## src/rtl/sbus2_pkg.sv

```systemverilog
package sbus2_pkg;
  typedef enum logic [2:0] {
    ST_IDLE   = 3'd0,
    ST_RECV   = 3'd1,
    ST_ACCESS = 3'd2,
    ST_RESP   = 3'd3,
    ST_WACK   = 3'd4
  } sbus2_state_e;

  localparam int unsigned SBUS2_ADDR_W = 17;
endpackage

```

## src/rtl/sbus2_deser.sv

```systemverilog
module sbus2_deser #(
  parameter int unsigned ADDR_W = 17,
  parameter int unsigned DATA_W = 32,
  parameter int unsigned CNT_W  = 6
) (
  input  logic              clk_i,
  input  logic              rst_ni,
  input  logic              first_i,
  input  logic              beat_i,
  input  logic [CNT_W-1:0]  idx_i,
  input  logic [1:0]        din_i,
  output logic              wr_o,
  output logic [ADDR_W-1:0] addr_o,
  output logic [DATA_W-1:0] wdata_o
);
  localparam int unsigned ABEATS = (ADDR_W - 1) / 2;

  always_ff @(posedge clk_i or negedge rst_ni) begin
    if (!rst_ni) begin
      wr_o    <= 1'b0;
      addr_o  <= '0;
      wdata_o <= '0;
    end else if (first_i) begin
      wr_o      <= din_i[0];
      addr_o[0] <= din_i[1];
    end else if (beat_i) begin
      if (int'(idx_i) <= ABEATS) begin
        addr_o[2*int'(idx_i)-1] <= din_i[0];
        addr_o[2*int'(idx_i)]   <= din_i[1];
      end else begin
        wdata_o[2*(int'(idx_i)-ABEATS-1) +: 2] <= din_i;
      end
    end
  end
endmodule

```

## src/rtl/sbus2_ser.sv

```systemverilog
module sbus2_ser #(
  parameter int unsigned DATA_W = 32
) (
  input  logic              clk_i,
  input  logic              rst_ni,
  input  logic              load_i,
  input  logic              shift_i,
  input  logic [DATA_W-1:0] par_i,
  output logic [1:0]        lane_o
);
  logic [DATA_W-1:0] sh_q;

  always_ff @(posedge clk_i or negedge rst_ni) begin
    if (!rst_ni)      sh_q <= '0;
    else if (load_i)  sh_q <= par_i;
    else if (shift_i) sh_q <= {2'b00, sh_q[DATA_W-1:2]};
  end

  assign lane_o = sh_q[1:0];
endmodule

```

## src/rtl/sbus2_ctrl.sv

```systemverilog
module sbus2_ctrl
  import sbus2_pkg::*;
#(
  parameter int unsigned ADDR_W = 17,
  parameter int unsigned DATA_W = 32,
  parameter int unsigned CNT_W  = 6
) (
  input  logic             clk_i,
  input  logic             rst_ni,
  input  logic             req_i,
  input  logic             wr_i,
  output logic             first_o,
  output logic             beat_o,
  output logic [CNT_W-1:0] idx_o,
  output logic             load_o,
  output logic             shift_o,
  output logic             resp_o,
  output logic             we_o,
  output logic             re_o,
  output logic             ack_o
);
  localparam int unsigned RD_BEATS = 1 + (ADDR_W - 1) / 2;
  localparam int unsigned WR_BEATS = RD_BEATS + DATA_W / 2;
  localparam int unsigned RSP_BEATS = DATA_W / 2;

  sbus2_state_e state_q, state_d;
  logic [CNT_W-1:0] cnt_q, cnt_d;
  logic             req_q;
  logic [CNT_W-1:0] last_idx;

  assign last_idx = wr_i ? CNT_W'(WR_BEATS - 1) : CNT_W'(RD_BEATS - 1);

  assign first_o = (state_q == ST_IDLE) && req_i && !req_q;
  assign beat_o  = (state_q == ST_RECV) && req_i;
  assign idx_o   = cnt_q;
  assign we_o    = (state_q == ST_ACCESS) && wr_i;
  assign re_o    = (state_q == ST_ACCESS) && !wr_i;
  assign load_o  = re_o;
  assign resp_o  = (state_q == ST_RESP);
  assign shift_o = resp_o;
  assign ack_o   = resp_o || (state_q == ST_WACK);

  always_comb begin
    state_d = state_q;
    cnt_d   = cnt_q;
    unique case (state_q)
      ST_IDLE: if (first_o) begin
        state_d = ST_RECV;
        cnt_d   = CNT_W'(1);
      end
      ST_RECV: begin
        if (!req_i) begin
          state_d = ST_IDLE;  // early drop discards frame
          cnt_d   = '0;
        end else if (cnt_q == last_idx) begin
          state_d = ST_ACCESS;
          cnt_d   = '0;
        end else begin
          cnt_d = cnt_q + CNT_W'(1);
        end
      end
      ST_ACCESS: state_d = wr_i ? ST_WACK : ST_RESP;
      ST_RESP: begin
        if (cnt_q == CNT_W'(RSP_BEATS - 1)) begin
          state_d = ST_IDLE;
          cnt_d   = '0;
        end else begin
          cnt_d = cnt_q + CNT_W'(1);
        end
      end
      ST_WACK: state_d = ST_IDLE;
      default: state_d = ST_IDLE;
    endcase
  end

  always_ff @(posedge clk_i or negedge rst_ni) begin
    if (!rst_ni) begin
      state_q <= ST_IDLE;
      cnt_q   <= '0;
      req_q   <= 1'b0;
    end else begin
      state_q <= state_d;
      cnt_q   <= cnt_d;
      req_q   <= req_i;
    end
  end


  we_re_excl_chk: assert property (@(posedge clk_i) disable iff (!rst_ni)
    !(we_o && re_o));


  we_single_chk: assert property (@(posedge clk_i) disable iff (!rst_ni)
    we_o |=> !we_o);


  wack_after_we_chk: assert property (@(posedge clk_i) disable iff (!rst_ni)
    we_o |=> (ack_o && !resp_o));


  resp_after_re_chk: assert property (@(posedge clk_i) disable iff (!rst_ni)
    re_o |=> (ack_o && resp_o));


  ack_source_chk: assert property (@(posedge clk_i) disable iff (!rst_ni)
    $rose(ack_o) |-> ($past(we_o) || $past(re_o)));


  abort_idle_chk: assert property (@(posedge clk_i) disable iff (!rst_ni)
    (state_q == ST_RECV && !req_i) |=> (!we_o && !re_o && !ack_o));


  busy_no_start_chk: assert property (@(posedge clk_i) disable iff (!rst_ni)
    ack_o |-> !first_o);
endmodule

```

## src/rtl/sbus2_slave.sv

```systemverilog
module sbus2_slave
  import sbus2_pkg::*;
#(
  parameter int unsigned DATA_W = 32
) (
  input  logic                    clk_i,
  input  logic                    rst_ni,
  input  logic                    req_i,
  input  logic [1:0]              din_i,
  output logic                    ack_o,
  output logic [1:0]              dout_o,
  output logic [SBUS2_ADDR_W-1:0] reg_addr_o,
  output logic [DATA_W-1:0]       reg_wdata_o,
  output logic                    reg_we_o,
  output logic                    reg_re_o,
  input  logic [DATA_W-1:0]       reg_rdata_i
);
  localparam int unsigned ADDR_W = SBUS2_ADDR_W;
  localparam int unsigned TOTAL  = 1 + (ADDR_W - 1) / 2 + DATA_W / 2;
  localparam int unsigned CNT_W  = $clog2(TOTAL + 1);

  logic             first, beat, wr, load, shift, resp;
  logic [CNT_W-1:0] idx;
  logic [1:0]       lane;

  sbus2_ctrl #(.ADDR_W(ADDR_W), .DATA_W(DATA_W), .CNT_W(CNT_W)) u_ctrl (
    .clk_i   (clk_i),
    .rst_ni  (rst_ni),
    .req_i   (req_i),
    .wr_i    (wr),
    .first_o (first),
    .beat_o  (beat),
    .idx_o   (idx),
    .load_o  (load),
    .shift_o (shift),
    .resp_o  (resp),
    .we_o    (reg_we_o),
    .re_o    (reg_re_o),
    .ack_o   (ack_o)
  );

  sbus2_deser #(.ADDR_W(ADDR_W), .DATA_W(DATA_W), .CNT_W(CNT_W)) u_deser (
    .clk_i   (clk_i),
    .rst_ni  (rst_ni),
    .first_i (first),
    .beat_i  (beat),
    .idx_i   (idx),
    .din_i   (din_i),
    .wr_o    (wr),
    .addr_o  (reg_addr_o),
    .wdata_o (reg_wdata_o)
  );

  sbus2_ser #(.DATA_W(DATA_W)) u_ser (
    .clk_i   (clk_i),
    .rst_ni  (rst_ni),
    .load_i  (load),
    .shift_i (shift),
    .par_i   (reg_rdata_i),
    .lane_o  (lane)
  );

  assign dout_o = resp ? lane : 2'b00;


  dout_quiet_chk: assert property (@(posedge clk_i) disable iff (!rst_ni)
    !ack_o |-> (dout_o == 2'b00));
endmodule

```

## config.mk

```make
export PLATFORM = sky130hd
export DESIGN_NAME = sbus2_slave
export DESIGN_NICKNAME = d
export VERILOG_FILES = /design/src/rtl/sbus2_pkg.sv /design/src/rtl/sbus2_deser.sv /design/src/rtl/sbus2_ser.sv /design/src/rtl/sbus2_ctrl.sv /design/src/rtl/sbus2_slave.sv
export SDC_FILE = /design/constraint.sdc
export NUM_CORES = 1
export LEC_CHECK = 0
export BUFFER_PORTS_ARGS = -buffer_cell sky130_fd_sc_hd__buf_4
export CORE_UTILIZATION = 57
export CTS_CLUSTER_SIZE = 16
export DETAILED_ROUTE_END_ITERATION = 16
export PLACE_DENSITY_LB_ADDON = 0.2
export SLEW_MARGIN = 0
export SYNTH_ARGS = -nofsm -noshare
export SYNTH_HDL_FRONTEND = slang
export SYNTH_SLANG_ARGS = --single-unit
```

## constraint.sdc

```tcl
create_clock -name clk_i -period 6.05 [get_ports clk_i]
set_clock_uncertainty 0.2 [all_clocks]
set_input_delay 1.815 -clock clk_i [delete_from_list [all_inputs] [get_ports clk_i]]
set_output_delay 1.815 -clock clk_i [all_outputs]
set_load 0.005 [all_outputs]
```

==> qor.csv <==
stage;metric;value;unit
outcome;status;complete, no violations;
floorplanning;num ports;91;
detailed_routing;wire length per cell;18.7;µm
grt;largest net degree at the start of global routing;63;
timing;Final WS setup;0.437;ns
yosys;Post-Syn Instances;551;
power_and_ir_drop;logic gate share of total power;44.3;%
power_and_ir_drop;leakage power;3.07;nW
timing;crit path time final;5.61;ns
clock_network;CTS root buffer;clkbuf_8;
timing;Worst-Margin Slew;1.19;ns
floorplanning;area of the die;0.00983;mm²
detailed_routing;WL final;13800;µm
clock_network;Worst-Skew Late Latency;0.36;ns
final_layout;Non-Filler Instances;740;
detailed_routing;initial DRC count;210;
timing;Peak Freq;0.178;GHz
yosys;Seq cells post-synth;91;
floorplanning;Starting Density;58.5;%
clock_network;clk sinks;91;
detailed_routing;Pre-antenna DRT Iters;4;
timing;setup TNS;0;ns
timing;Period Utilization, post-route;92.8;%
yosys;synthesized area;0.00538;mm²
power_and_ir_drop;Flop pwr share;36.7;%
power_and_ir_drop;total power;0.00251;W
yosys;number of library cell types mapped by synthesis;66;
yosys;Seq/Total Area, Yosys;42.3;%
grt;vias in the first global route;4523;
placed_design;gpl congestion;0.939;
power_and_ir_drop;Sw Ratio;42.1;%
yosys;Post-synth ARST share;100;%
setup_path;Worst Setup End Kind;flip-flop;
timing;RSZ-0062 raised after global routing;false;
clock_network;H-Tree Depth;3;
clock_network;CTS Hold Bufs;0;
setup_path;critical path startpoint category;flip-flop;
yosys;post-synth top area cell;dfrtp_1;
timing;Setup violations, final;0;
grt;Total GRT Usage;29.6;%
detailed_routing;via count;4515;
detailed_routing;Final ANT Viol Nets;0;
yosys;Post-synth EDFFs;0;
hold_path;Min-Delay Path Class;flip-flop to flip-flop;
grt;initial antenna violation count;0;
placed_design;placed cells;724;
power_and_ir_drop;Pint;0.00145;W
timing;max-slew violation count;0;
clock_network;CTS tree;done;
placed_design;Post-DP HPWL;9900;µm
yosys;top cells by area, synth;dfrtp_1 42%, mux2_2 6.3%, mux2i_1 5.6%;
setup_path;Critical Path AT;5.65;ns
placed_design;DP Area;0.00611;mm²
power_and_ir_drop;P_sw;0.00106;W
detailed_routing;residual DRC count;0;
clock_network;CTS buffer count;9;
timing;Max-slew headroom;20.0;%
final_layout;share of layout cells above drive strength 1;24.3;%
clock_network;clock-pin slew on the worst setup and hold paths;0.10;ns
yosys;Mapped Nets;605;
grt;grt ovf;0;
yosys;syn_area_per_cell;9.76;µm²
detailed_routing;DR vias/cell;6.10;
floorplanning;FP Rows;35;
yosys;Synth Warn #;0;
clock_network;postcts setup bufs;0;
power_and_ir_drop;Max IR drop VDD;0.246;mV
setup_path;CP Class;flip-flop to flip-flop;
clock_network;CTS Buffer Depth;2;
timing;final hold viol count;0;
yosys;top-area cell type share of the netlist area;42.3;%
placed_design;port bufs;90;
floorplanning;Die Y;99.2;µm
placed_design;dpl ws;0.516;ns
grt;first-pass GRT wire length;22800;µm
job;max cap viols;0;
yosys;Top FF cell, synth;dfrtp_1;
floorplanning;core box area;0.00920;mm²
floorplanning;Die X;99.2;µm
setup_path;WP data required;6.09;ns
power_and_ir_drop;Clk network pwr share;19.1;%
final_layout;Area Growth Syn to Fin;17.9;%
power_and_ir_drop;power density cells;396;mW/mm²
final_layout;Design Area, Final;0.00634;mm²
final_layout;Final Net Count;678;
final_layout;# diodes;0;
setup_path;crit-path max FO;18;
## logic make-up after synthesis
group           synth area share, %
mux                            16.0
simple gates                   19.4
flops                          42.3
xor+xnor                       2.07
buf+inv                        3.42
compound gates                 12.6
fa+ha+maj                      4.09
## per-stage QoR
step	utilization [%]	hold WS (ns)
CTS	68.9	0.284
detailed placement	66.4	0.260
global placement	66.4	0.252
floorplan	-	0.238
global route	69.0	0.299
finish	69.0	0.289
## power groups by stage
stage               logic, W  registers (W)  clock network (W)
finish               0.00111       0.000920           0.000478
global route         0.00123       0.000943           0.000511
CTS                  0.00110       0.000920           0.000486
detailed placement   0.00109       0.000932                  0
global placement     0.00107       0.000919                  0
floorplan           0.000816       0.000863                  0
## final cells by class
type                            instances  area, µm²
Clock buffer                            9        124
Tap cell                              111        139
Inverter                               12       45.0
Clock inverter                          7        110
Fill cell                             740       2850
Sequential cell                        91       2280
Multi-Input combinational cell        414       2930
Timing Repair Buffer                   96        721
## cell usage in the layout (no fill, tap or decap), types with 4 or more instances in the layout
cell / n
and2_1: 4
and4_1: 5
dfrtp_1: 91
nand2b_1: 8
o211ai_1: 4
xnor2_1: 6
ha_1: 16
nor3b_1: 5
and3_1: 18
mux2i_1: 30
inv_1: 12
buf_4: 96
nand2_1: 75
nor4_1: 8
nand4_1: 4
nand3_1: 13
clkbuf_8: 9
o21ai_0: 44
nor2b_1: 4
nor3_1: 11
a211oi_1: 4
mux2_2: 30
or4_1: 5
a21oi_1: 16
nor2_1: 25
mux2_1: 20
## critical path: stages, from the launching register on
cell and delay [ns]:
dfrtp_1 0.70, inv_1 0.27, ha_1 0.43, nor3b_1 0.23, fa_1 0.57, or4_1 0.71
nor4_2 0.52, nand2_1 0.13, o221ai_1 0.09, o2111ai_1 0.19, nor4_4 0.74, and4b_1 0.36
mux2_2 0.35
## final timing paths
| check | slack (ns) | endpoint | depth (start not counted) | start |
|---|---|---|---|---|
| setup reg to reg | 0.44 | u_deser.wdata_o[14] | 12 | u_ctrl.idx_o[0] |
| setup / recovery | 0.44 | u_deser.wdata_o[14] | 12 | u_ctrl.idx_o[0] |
| hold reg to reg | 0.29 | u_ser.sh_q[1] | 2 | u_ser.sh_q[1] |
| min in group asynchronous | 1.20 | u_deser.addr_o[16] | 1 | rst_ni |
| max in group asynchronous | 3.38 | u_deser.wdata_o[3] | 2 | rst_ni |
| hold / removal | 0.29 | u_ser.sh_q[1] | 2 | u_ser.sh_q[1] |
## sequential cells by signal, indices dropped and copies added (netlist names)
name / cells
u_deser.wr_o: 1
u_ctrl.idx_o: 5
u_ctrl.state_q: 3
u_ctrl.req_q: 1
u_deser.addr_o: 17
u_deser.wdata_o: 32
u_ser.sh_q: 32
## synth_stat cells (all sizes together) (13+ instances only)
| master | count |
|---|---|
| ha | 16 |
| nand3 | 14 |
| mux2i | 30 |
| a21oi | 17 |
| o21ai | 46 |
| nand2 | 75 |
| nor2 | 25 |
| dfrtp | 91 |
| mux2 | 50 |
| nor3 | 13 |
| and3 | 18 |
| clkbuf | 27 |
## timing repair
item                                   in CTS  in global routing
setup endpoints to repair                   0                 11
resized for setup                           0                  1
endpoints found under the hold margin       0                  0
## metal layers
| metal | up-vias | global-route usage, % | wire (µm) |
|---|---|---|---|
| met3 | 27 | 6.47 | 820 |
| met5 | - | 0 | 0 |
| met4 | 0 | 9.62 | 274 |
| met1 | 2183 | 39.2 | 6040 |
| li1 | 2139 | - | - |
| met2 | 166 | 48.7 | 6710 |
Note: power is estimated with default switching activity, not from simulation.
